<file path="config.mk">
export PLATFORM = sky130hd
export DESIGN_NAME = regacc_guard
export DESIGN_NICKNAME = d
export VERILOG_FILES = /design/src/rtl/regacc_guard_pkg.sv /design/src/rtl/regacc_guard_dec.sv /design/src/rtl/regacc_guard_policy.sv /design/src/rtl/regacc_guard_bank.sv /design/src/rtl/regacc_guard.sv
export SDC_FILE = /design/constraint.sdc
export NUM_CORES = 1
export LEC_CHECK = 0
export BUFFER_PORTS_ARGS = -buffer_cell sky130_fd_sc_hd__clkbuf_2
export CAP_MARGIN = 25
export CORE_UTILIZATION = 37
export DETAILED_ROUTE_END_ITERATION = 12
export GPL_TIMING_DRIVEN = 0
export MAX_ROUTING_LAYER = met4
export PLACE_DENSITY = 0.6
export SKIP_LAST_GASP = 1
export SYNTH_ARGS = -nofsm -noshare
export SYNTH_HDL_FRONTEND = slang
export SYNTH_HIERARCHICAL = 1
export SYNTH_SLANG_ARGS = --single-unit
</file>
<file path="constraint.sdc">
create_clock -name clk -period 2.44 [get_ports clk]
set_clock_uncertainty 0.2 [all_clocks]
set_input_delay 0 -clock clk [delete_from_list [all_inputs] [get_ports clk]]
set_output_delay 0 -clock clk [all_outputs]
set_load 0.1 [all_outputs]
</file>
<file path="src/rtl/regacc_guard_pkg.sv">
package regacc_guard_pkg;

    localparam int DW   = 32;
    localparam int NREG = 8;
    localparam int ID_W = 4;

    // Group-bit positions inside the secure-configuration register
    localparam int GRP_STAT_BIT = 0;
    localparam int GRP_CFG2_BIT = 1;
    localparam int GRP_MASK_BIT = 3;

    typedef enum logic [ID_W-1:0] {
        RG_SCR   = 4'd0,
        RG_CFG1  = 4'd1,
        RG_MASK  = 4'd2,
        RG_NSLK  = 4'd3,
        RG_SLK   = 4'd4,
        RG_CFG2  = 4'd5,
        RG_CCTL  = 4'd6,
        RG_CCODE = 4'd7,
        RG_NONE  = 4'd8
    } reg_id_e;

    typedef struct packed {
        logic [DW-1:0] rd_mask;
        logic [DW-1:0] wr_mask;
        logic          evt;
    } verdict_t;

    function automatic int reg_word(input int i);
        case (i)
            0: return 0;  1: return 1;  2: return 2;  3: return 3;
            4: return 4;  5: return 5;  6: return 7;  default: return 9;
        endcase
    endfunction

    function automatic logic [DW-1:0] impl_mask(input int i);
        case (i)
            0: return 32'h0000_000B;
            1: return 32'h000F_0300;
            2: return 32'h0000_003F;
            3: return 32'h0000_0003;
            4: return 32'h0000_0007;
            5: return 32'h0000_000F;
            6: return 32'h0000_000F;
            default: return 32'h0000_FFFF;
        endcase
    endfunction

    function automatic logic [DW-1:0] rst_val(input int i);
        case (i)
            2: return 32'h0000_001F;
            7: return 32'h0000_7878;
            default: return '0;
        endcase
    endfunction

    function automatic bit set_only(input int i);
        return (i == 3) || (i == 4) || (i == 5);
    endfunction

endpackage

</file>
<file path="src/rtl/regacc_guard_dec.sv">
module regacc_guard_dec
    import regacc_guard_pkg::*;
#(
    parameter int ADDR_W = 8
) (
    input  logic [ADDR_W-1:0] addr_i,
    output reg_id_e           id_o
);
    localparam int WA_W = ADDR_W - 2;

    always_comb begin
        id_o = RG_NONE;
        if (addr_i[1:0] == 2'b00) begin
            for (int i = 0; i < NREG; i++) begin
                if (addr_i[ADDR_W-1:2] == WA_W'(reg_word(i)))
                    id_o = reg_id_e'(ID_W'(i));
            end
        end
    end
endmodule

</file>
<file path="src/rtl/regacc_guard_policy.sv">
module regacc_guard_policy
    import regacc_guard_pkg::*;
(
    input  reg_id_e       id_i,
    input  logic          is_write_i,
    input  logic          secure_i,
    input  logic          priv_i,
    input  logic          sec_en_i,
    input  logic          grp_stat_i,
    input  logic          grp_cfg2_i,
    input  logic          grp_mask_i,
    input  logic [DW-1:0] cfg1_sec_i,
    output verdict_t      verdict_o
);
    logic          rd_ok, wr_ok, viol, need_priv;
    logic [DW-1:0] bit_rd, bit_wr;
    logic          ns_guarded;

    assign ns_guarded = sec_en_i && !secure_i;

    always_comb begin
        rd_ok     = 1'b1;
        wr_ok     = 1'b1;
        viol      = 1'b0;
        need_priv = 1'b0;
        bit_rd    = '1;
        bit_wr    = '1;
        unique case (id_i)
            RG_SCR: begin
                if (!sec_en_i) begin
                    rd_ok = 1'b0;
                    wr_ok = 1'b0;
                end else begin
                    if (!secure_i) begin
                        wr_ok = 1'b0;
                        viol  = is_write_i;
                    end
                    if (!priv_i) bit_wr[GRP_MASK_BIT] = 1'b0;
                end
            end
            RG_CFG1: begin
                if (ns_guarded) begin
                    bit_rd = ~cfg1_sec_i;
                    bit_wr = ~cfg1_sec_i;
                end
            end
            RG_MASK: begin
                need_priv = 1'b1;
                viol      = ns_guarded && grp_mask_i;
            end
            RG_NSLK: need_priv = 1'b1;
            RG_SLK: begin
                need_priv = 1'b1;
                if (!sec_en_i) begin
                    rd_ok = 1'b0;
                    wr_ok = 1'b0;
                end else begin
                    viol = !secure_i;
                end
            end
            RG_CFG2:          viol = ns_guarded && grp_cfg2_i;
            RG_CCTL, RG_CCODE: viol = ns_guarded && grp_stat_i;
            default: begin
                rd_ok = 1'b0;
                wr_ok = 1'b0;
            end
        endcase
        if (viol || (need_priv && !priv_i)) begin
            rd_ok = 1'b0;
            wr_ok = 1'b0;
        end
        verdict_o.rd_mask = rd_ok ? bit_rd : '0;
        verdict_o.wr_mask = wr_ok ? bit_wr : '0;
        verdict_o.evt     = viol;
    end
endmodule

</file>
<file path="src/rtl/regacc_guard_bank.sv">
module regacc_guard_bank
    import regacc_guard_pkg::*;
(
    input  logic                     clk,
    input  logic                     rst,
    input  logic                     we_i,
    input  reg_id_e                  id_i,
    input  logic [DW-1:0]            wdata_i,
    input  logic [DW-1:0]            wmask_i,
    output logic [NREG-1:0][DW-1:0]  regs_o
);
    for (genvar g = 0; g < NREG; g++) begin : g_reg
        localparam logic [DW-1:0] IMPL = impl_mask(g);
        localparam logic [DW-1:0] RSTV = rst_val(g);
        logic [DW-1:0] q, nxt, m;

        assign m = wmask_i & IMPL;

        if (set_only(g)) begin : g_w1s
            assign nxt = q | (wdata_i & m);
        end else begin : g_rw
            assign nxt = (q & ~m) | (wdata_i & m);
        end

        always_ff @(posedge clk) begin
            if (rst)
                q <= RSTV;
            else if (we_i && (id_i == reg_id_e'(ID_W'(g))))
                q <= nxt;
        end

        assign regs_o[g] = q;
    end
endmodule

</file>
<file path="src/rtl/regacc_guard.sv">
module regacc_guard
    import regacc_guard_pkg::*;
#(
    parameter int ADDR_W = 8
) (
    input  logic              clk,
    input  logic              rst,
    input  logic              sec_en_i,
    input  logic [31:0]       cfg1_sec_i,
    input  logic              req_valid_i,
    input  logic              req_write_i,
    input  logic [ADDR_W-1:0] req_addr_i,
    input  logic [31:0]       req_wdata_i,
    input  logic              req_secure_i,
    input  logic              req_priv_i,
    output logic              rsp_valid_o,
    output logic [31:0]       rsp_rdata_o,
    output logic              illegal_evt_o
);
    reg_id_e                 id;
    verdict_t                vd;
    logic [NREG-1:0][DW-1:0] regs;
    logic [DW-1:0]           scr;
    logic [DW-1:0]           rd_val;

    assign scr = regs[RG_SCR];

    regacc_guard_dec #(.ADDR_W(ADDR_W)) dec_i (
        .addr_i (req_addr_i),
        .id_o   (id)
    );

    regacc_guard_policy pol_i (
        .id_i       (id),
        .is_write_i (req_write_i),
        .secure_i   (req_secure_i),
        .priv_i     (req_priv_i),
        .sec_en_i   (sec_en_i),
        .grp_stat_i (scr[GRP_STAT_BIT]),
        .grp_cfg2_i (scr[GRP_CFG2_BIT]),
        .grp_mask_i (scr[GRP_MASK_BIT]),
        .cfg1_sec_i (cfg1_sec_i),
        .verdict_o  (vd)
    );

    regacc_guard_bank bank_i (
        .clk     (clk),
        .rst     (rst),
        .we_i    (req_valid_i && req_write_i),
        .id_i    (id),
        .wdata_i (req_wdata_i),
        .wmask_i (vd.wr_mask),
        .regs_o  (regs)
    );

    always_comb begin
        rd_val = '0;
        for (int i = 0; i < NREG; i++) begin
            if (id == reg_id_e'(ID_W'(i))) rd_val = regs[i] & vd.rd_mask;
        end
    end

    always_ff @(posedge clk) begin
        if (rst) begin
            rsp_valid_o   <= 1'b0;
            rsp_rdata_o   <= '0;
            illegal_evt_o <= 1'b0;
        end else begin
            rsp_valid_o   <= req_valid_i;
            rsp_rdata_o   <= (req_valid_i && !req_write_i) ? rd_val : '0;
            illegal_evt_o <= req_valid_i && vd.evt;
        end
    end
endmodule

</file>
# Yosys cells after proc, flatten, opt, wreduce, memory -nomap -nowiden
# Index checks and enable logic that the tools add are counted.
# totals
input_bits	79
word_cells	134
ff_bits	290
out_inout_bits	34
# classes
reduce_logical	27
eq_ne	15
mux	46
bitwise_logic	35
# op_table
cell	count
32-bit bitwise AND	13
32-bit 2-to-1 mux	11
32-bit bitwise OR	8
32-bit by 4-bit bitwise AND with 32-bit output	2
4-bit NOT with 32-bit output	2
6-bit equality test	8
6-bit 2-to-1 mux	8
4-bit 2-to-1 mux	9
32-bit by 16-bit bitwise AND with 32-bit output	1
32-bit by 2-bit bitwise AND with 32-bit output	1
32-bit by 20-bit bitwise AND with 32-bit output	1
32-bit by 3-bit bitwise AND with 32-bit output	1
32-bit by 6-bit bitwise AND with 32-bit output	1
16-bit NOT with 32-bit output	1
20-bit NOT with 32-bit output	1
32-bit NOT	1
6-bit NOT with 32-bit output	1
20-bit 2-to-1 mux	1
4-bit by 3-bit equality test with 1-bit output, second input constant	4
1-bit logical AND	16
16-bit 2-to-1 mux	1
1-bit 2-to-1 mux	11
4-bit by 2-bit equality test with 1-bit output, second input constant	2
2-bit OR reduction	3
other kinds (12)	15

# Logic depth before layout (Yosys ltp)
# Gate-level depths: netlist of the first run.
# logic_depth
depth_word	28
depth_mapped	13
mapped_depth_nobuf	10

# Hierarchy
# The synthesis of the first run kept the hierarchy.
# by_module_without_submodules
module	seq_area_each_um2	cells_per_inst	area_each_um2	instances
regacc_guard_bank	880.8	422	3532.1	1
regacc_guard	680.7	346	3271.9	1
regacc_guard_policy	0.0	107	1027.2	1
regacc_guard_dec	0.0	17	112.6	1

# Least setup slack after synthesis of the first run
# Ideal clock, no wire load.
# synth_path
kind	input -> register
start	input req_addr_i[7]
end	register with a tool-made name
path_stages	10
arrival_time_ps	2308
slack_ps	-188
path_buffers	2
cell_sequence	or4_4 > a21oi_1 > buf_2 > nor2_1 > and3_1 > buf_2 > a22o_1 > nor3_1 > nand3_1 > mux2i_1
# synth_lines
element	line_no	text
from (decl)	regacc_guard.sv:12	input logic [ADDR_W-1:0] req_addr_i,

==> results of run 1 <==
critical path: stages:
cell and delay [ns]:
clkbuf_2 0.09, or4_4 0.57, a21oi_4 0.19, buf_4 0.19, nor2_1 0.05, and3_1 0.17
buf_2 0.18, buf_4 0.22, a211oi_2 0.23, o211ai_1 0.19, a221oi_2 0.41
report_power, final:
group          switching (mW)  internal, mW
Combinational           0.274         0.418
Clock                   0.654         0.803
Sequential           0.000275          1.27
final cells by class:
class,instances,area (um2),share of cell area [%]
Buffer,283,2073,19.48
Sequential cell,78,1562,14.67
Clock inverter,6,68.82,0.6465
Clock buffer,10,229.0,2.151
Timing Repair Buffer,174,1251,11.75
Multi-Input combinational cell,717,5096,47.88
Inverter,7,26.28,0.2469
Tap cell,270,337.8,3.174
routing by layer:
layer	part of all wire, %	routed length (um)	vias to the layer above	global-route usage, %
li1	-	-	3607	-
met1	45	10990	3326	29.49
met2	47	11420	217	38.87
met3	5.5	1338	37	3.148
met4	2.0	483	0	6.649
met5	0	0	-	-
worst max path at each step:
stage	slack [ns]	end
3_5_place_dp	-0.86	rsp_rdata_o[7]
5_1_grt	-0.14	rsp_rdata_o[5]
2_1_floorplan	-0.01	flop
6_report	-0.03	rsp_rdata_o[5]
3_3_place_gp	-0.94	rsp_rdata_o[7]
4_1_cts	0.01	bank_i/g_reg[5].q[0]
layout by cell type, fill, tap and decap left out, types with 4 or more instances in the layout:
master,n
buf_4,239
conb_1,212
clkbuf_2,110
dfxtp_1,78
mux2i_1,72
dlygate4sd3_1,56
mux2_2,50
a211oi_2,45
o21ai_0,35
o22ai_1,33
nor2_1,30
nand2b_1,27
o22a_1,25
o211ai_1,25
a221oi_2,23
buf_2,20
nand3_1,18
a31oi_1,14
a21oi_1,11
clkbuf_1,10
clkbuf_16,9
buf_6,8
and3_1,8
a311oi_1,8
nor3_1,7
inv_1,7
buf_12,7
nand2_1,6
and2_1,5
nand4_1,5
a31o_2,5
nor2b_1,4
buf_1,4
a211oi_1,4
repair_timing:
item / 4_1_cts / 5_1_grt
gates cloned: 0 / 0
setup endpoints to repair: 54 / 51
hold endpoints to repair: 78 / 0
resized for setup: 21 / 22
setup buffers: 9 / 8
hold buffers: 56 / 0
pin swaps: 2 / 10
through the flow:
stage,util [%],instance area [um2],worst slack (ns)
floorplan,-,8653,-0.01393
global placement,46.31,9492,-0.9390
detailed placement,46.31,9492,-0.8607
CTS,51.35,10520,0.01002
global route,51.94,10640,-0.1366
finish,51.94,10640,-0.03165
==> results.yml, run 1 <==
run_status:
  outcome: "complete, but fails checks"
  violations: "negative setup slack"
yosys:
  netlist_instances: 879
  post_synth.cell_area_avg_um2: 8.918
  syn_area_mm2: 0.007839
  ys_warn_count: 6
power_and_ir_drop:
  finalPower_mw: 3.422
  powerDensity_mw_per_mm2: 321.5
  ir_worst_vdd_uv: 315.0
  leakagePower_nw: 4.700
worst_setup_path:
  critPathLaunchType: "primary input"
  cp_max_fo: 10
  crit_path_start: "req_addr_i[0]"
  reg2reg_slack_ns: 0.30
  worstPathRequired_ns: 2.46
  crit_path_end_kind: "flop"
  worst-r2r-cell-count: 8
  crit_type: "primary input to flop"
  arrival_ns: 2.49
  worstReg2RegEnd: "rsp_rdata_o[5]"
clocking:
  path_clk_slew_ns: 0.07
  cts_buffers: 9
  h-tree-depth: 3
  clockBufferDepth: 2
  tritoncts: "done"
  cts_sinks: 78
  cts-root-buf: "clkbuf_16"
  clock_latency_ns: 0.36
timing:
  hold_viol_final: 0
  setup_viol: 1
  max_slew_margin_pct: 43.28
  tns_ns: -0.03165
  post-route-period-util_pct: 101.3
  fin_ws_ns: -0.03165
  period_needed_ns: 2.472
  max_freq_ghz: 0.4046
  rsz0062_at_grt: "true"
  slew_violations: 0
  worst_pin_slew_ns: 0.8471
  whs_ns: 0.1258
min_path:
  holdPathStages: 6
  hold_class: "primary input to flop"
  hp-start: "req_secure_i"
layout:
  layout.cells.non_filler: 1545
  n_fill_cell: 1986
  drive_above_1_share_pct: 42.98
  syn_to_final_growth_pct: 35.79
  antenna_cells: 0
  nets: 1349
floorplan:
  die_w_um: 147.6
  die_area_mm2: 0.02177
  rows: 52
  coreArea_mm2: 0.02049
  pin_count: 113
  initial_core_util_pct: 38.25
  die_y_um: 147.6
flow_run:
  maxCapViolCount: 0
routing:
  drc: 0
  drt-total-wl_um: 24240
  drt_pass1_iterations: 5
  vias: 7187
  avgViaCountPerCell: 4.652
  initialDrtViolationCount: 383
  ant_nets: 0
  avgRoutedWirePerCell_um: 15.69
global_route:
  grt.overflow.total: 0
  grt_pass1_vias: 6712
  antenna_found_initial: 0
  grt_max_degree: 15
  track_usage_pct: 23.38
  grt_pass1_wl_um: 37740
placed_design:
  port_buffers: 100
  gp_congestion: 0.8620
  place_inst: 1460
  place_hpwl_um: 17110
No activity file was read; power rests on OpenSTA's default activity.
==> run 2: changes to the inputs <==
- CORE_ASPECT_RATIO: unset -> 2
- clock period: 2.44 -> 2.2 ns (I/O delays scaled with it)
==> run 2 against run 1 <==
The run still ends with negative setup slack left. Global-route usage rose by 0.98 points. First-iteration DRC count fell by 13%. Utilization up 0.33 points. Cell count grew 0.78%. Critical path depth unchanged. Count of clock-buffer cells in the layout is the same. Via count is 2.4% higher. Power increased by 11%. Non-clock buffer count is 13 higher. Cell area up 2.3%. Worst hold slack worse by 0.087 ns. Setup slack worse by 0.056 ns. Largest cell class unchanged.
==> results.yml, run 2 (synthesis gave the netlist of run 1 again) <==
global_route:
  grt.overflow.total: 0
  grt_max_degree: 15
  grt_pass1_wl_um: 38900
  track_usage_pct: 24.35
  grt_pass1_vias: 7277
  antenna_found_initial: 0
routing:
  drt-total-wl_um: 25420
  drc: 0
  initialDrtViolationCount: 333
  vias: 7361
  drt_pass1_iterations: 5
  avgRoutedWirePerCell_um: 16.33
  avgViaCountPerCell: 4.728
  ant_nets: 0
timing:
  tns_ns: -0.6804
  period_needed_ns: 2.287
  slew_violations: 0
  worst_pin_slew_ns: 0.8209
  max_freq_ghz: 0.4372
  post-route-period-util_pct: 104.0
  hold_viol_final: 0
  rsz0062_at_grt: "true"
  fin_ws_ns: -0.08734
  setup_viol: 16
  whs_ns: 0.03923
  max_slew_margin_pct: 45.27
power_and_ir_drop:
  powerDensity_mw_per_mm2: 347.7
  finalPower_mw: 3.786
  ir_worst_vdd_uv: 416.0
  leakagePower_nw: 4.802
run_status:
  violations: "negative setup slack"
  outcome: "complete, but fails checks"
floorplan:
  pin_count: 113
  die_area_mm2: 0.02181
  rows: 75
  initial_core_util_pct: 37.63
  die_w_um: 104.9
  coreArea_mm2: 0.02083
  die_y_um: 207.8
placed_design:
  placed_cell_area_mm2: 0.009602
  place_hpwl_um: 18410
  port_buffers: 100
  pre_cts_ws_ns: -1.091
  place_inst: 1460
  gp_congestion: 0.8764
clocking:
  clockBufferDepth: 2
  h-tree-depth: 3
  cts_buffers: 9
  clock_latency_ns: 0.37
  cts-root-buf: "clkbuf_16"
  path_clk_slew_ns: 0.06
  tritoncts: "done"
  cts_sinks: 78
worst_setup_path:
  crit_type: "primary input to flop"
  worstPathRequired_ns: 2.29
  crit_path_end_kind: "flop"
  cp_max_fo: 10
  arrival_ns: 2.38
  critPathLaunchType: "primary input"
flow_run:
  maxCapViolCount: 0
layout:
  multiInputGateArea_mm2: 0.005194
  layout.cells.non_filler: 1557
  fin_util_pct: 52.26
  mostFrequentLayoutCells: "buf_4, conb_1, clkbuf_2, dfxtp_1, mux2i_1"
  drive_above_1_share_pct: 44.80
  antenna_cells: 0
  final_common_cell: "buf_4"
  syn_to_final_growth_pct: 38.90
  nets: 1362
  n_fill_cell: 2063
  fin_area_mm2: 0.01089
  regArea_mm2: 0.001562
min_path:
  hold_class: "primary input to flop"
[run 2: layout make-up]
| cell class | count | area share [%] |
|---|---|---|
| Multi-Input combinational cell | 717 | 47.70 |
| Buffer | 285 | 20.04 |
| Sequential cell | 78 | 14.34 |
| Timing Repair Buffer | 185 | 11.84 |
| Tap cell | 269 | 3.091 |
| Clock buffer | 10 | 2.103 |
| Clock inverter | 6 | 0.6435 |
| Inverter | 7 | 0.2413 |
[run 2: worst paths after layout]
path                          endpoint  depth (start not counted)  slack, ns                 start
setup reg to reg                  flop                          8       0.10                  flop
setup / recovery                  flop                         11      -0.09         req_addr_i[7]
hold / removal         rsp_rdata_o[24]                          5       0.04                   rst
hold reg to reg   bank_i/g_reg[5].q[3]                          2       0.28  bank_i/g_reg[5].q[3]
[run 2: where the power goes]
part	internal [mW]	total, mW	switching, mW	leakage, nW
Sequential	1.41	1.41	0.000297	0.629
Clock	0.888	1.59	0.701	0.147
Combinational	0.468	0.784	0.316	4.03
Total	2.77	3.79	1.02	4.80
[run 2: worst max-delay path, stage by stage]
cell and delay [ns]:
clkbuf_2 0.09, or4_4 0.57, a21oi_4 0.19, buf_6 0.16, o21ai_2 0.07, a32o_2 0.29
buf_12 0.16, buf_12 0.15, a211oi_4 0.28, and3_4 0.26, mux2i_1 0.16
[run 2: metal layers]
metal  GRT usage, %  routed length (um)
met1          23.70                9308
met2          44.71               13900
met3          3.391                 864
met4          15.10                1348
met5              -                   0
[run 2: repair_timing]
action	CTS	global route
pin swaps	10	7
buffers inserted	15	12
endpoints found under the hold margin	78	0
endpoints found under the setup margin	76	70
cloned	0	0
hold buffers	57	0
gates resized for setup	35	23
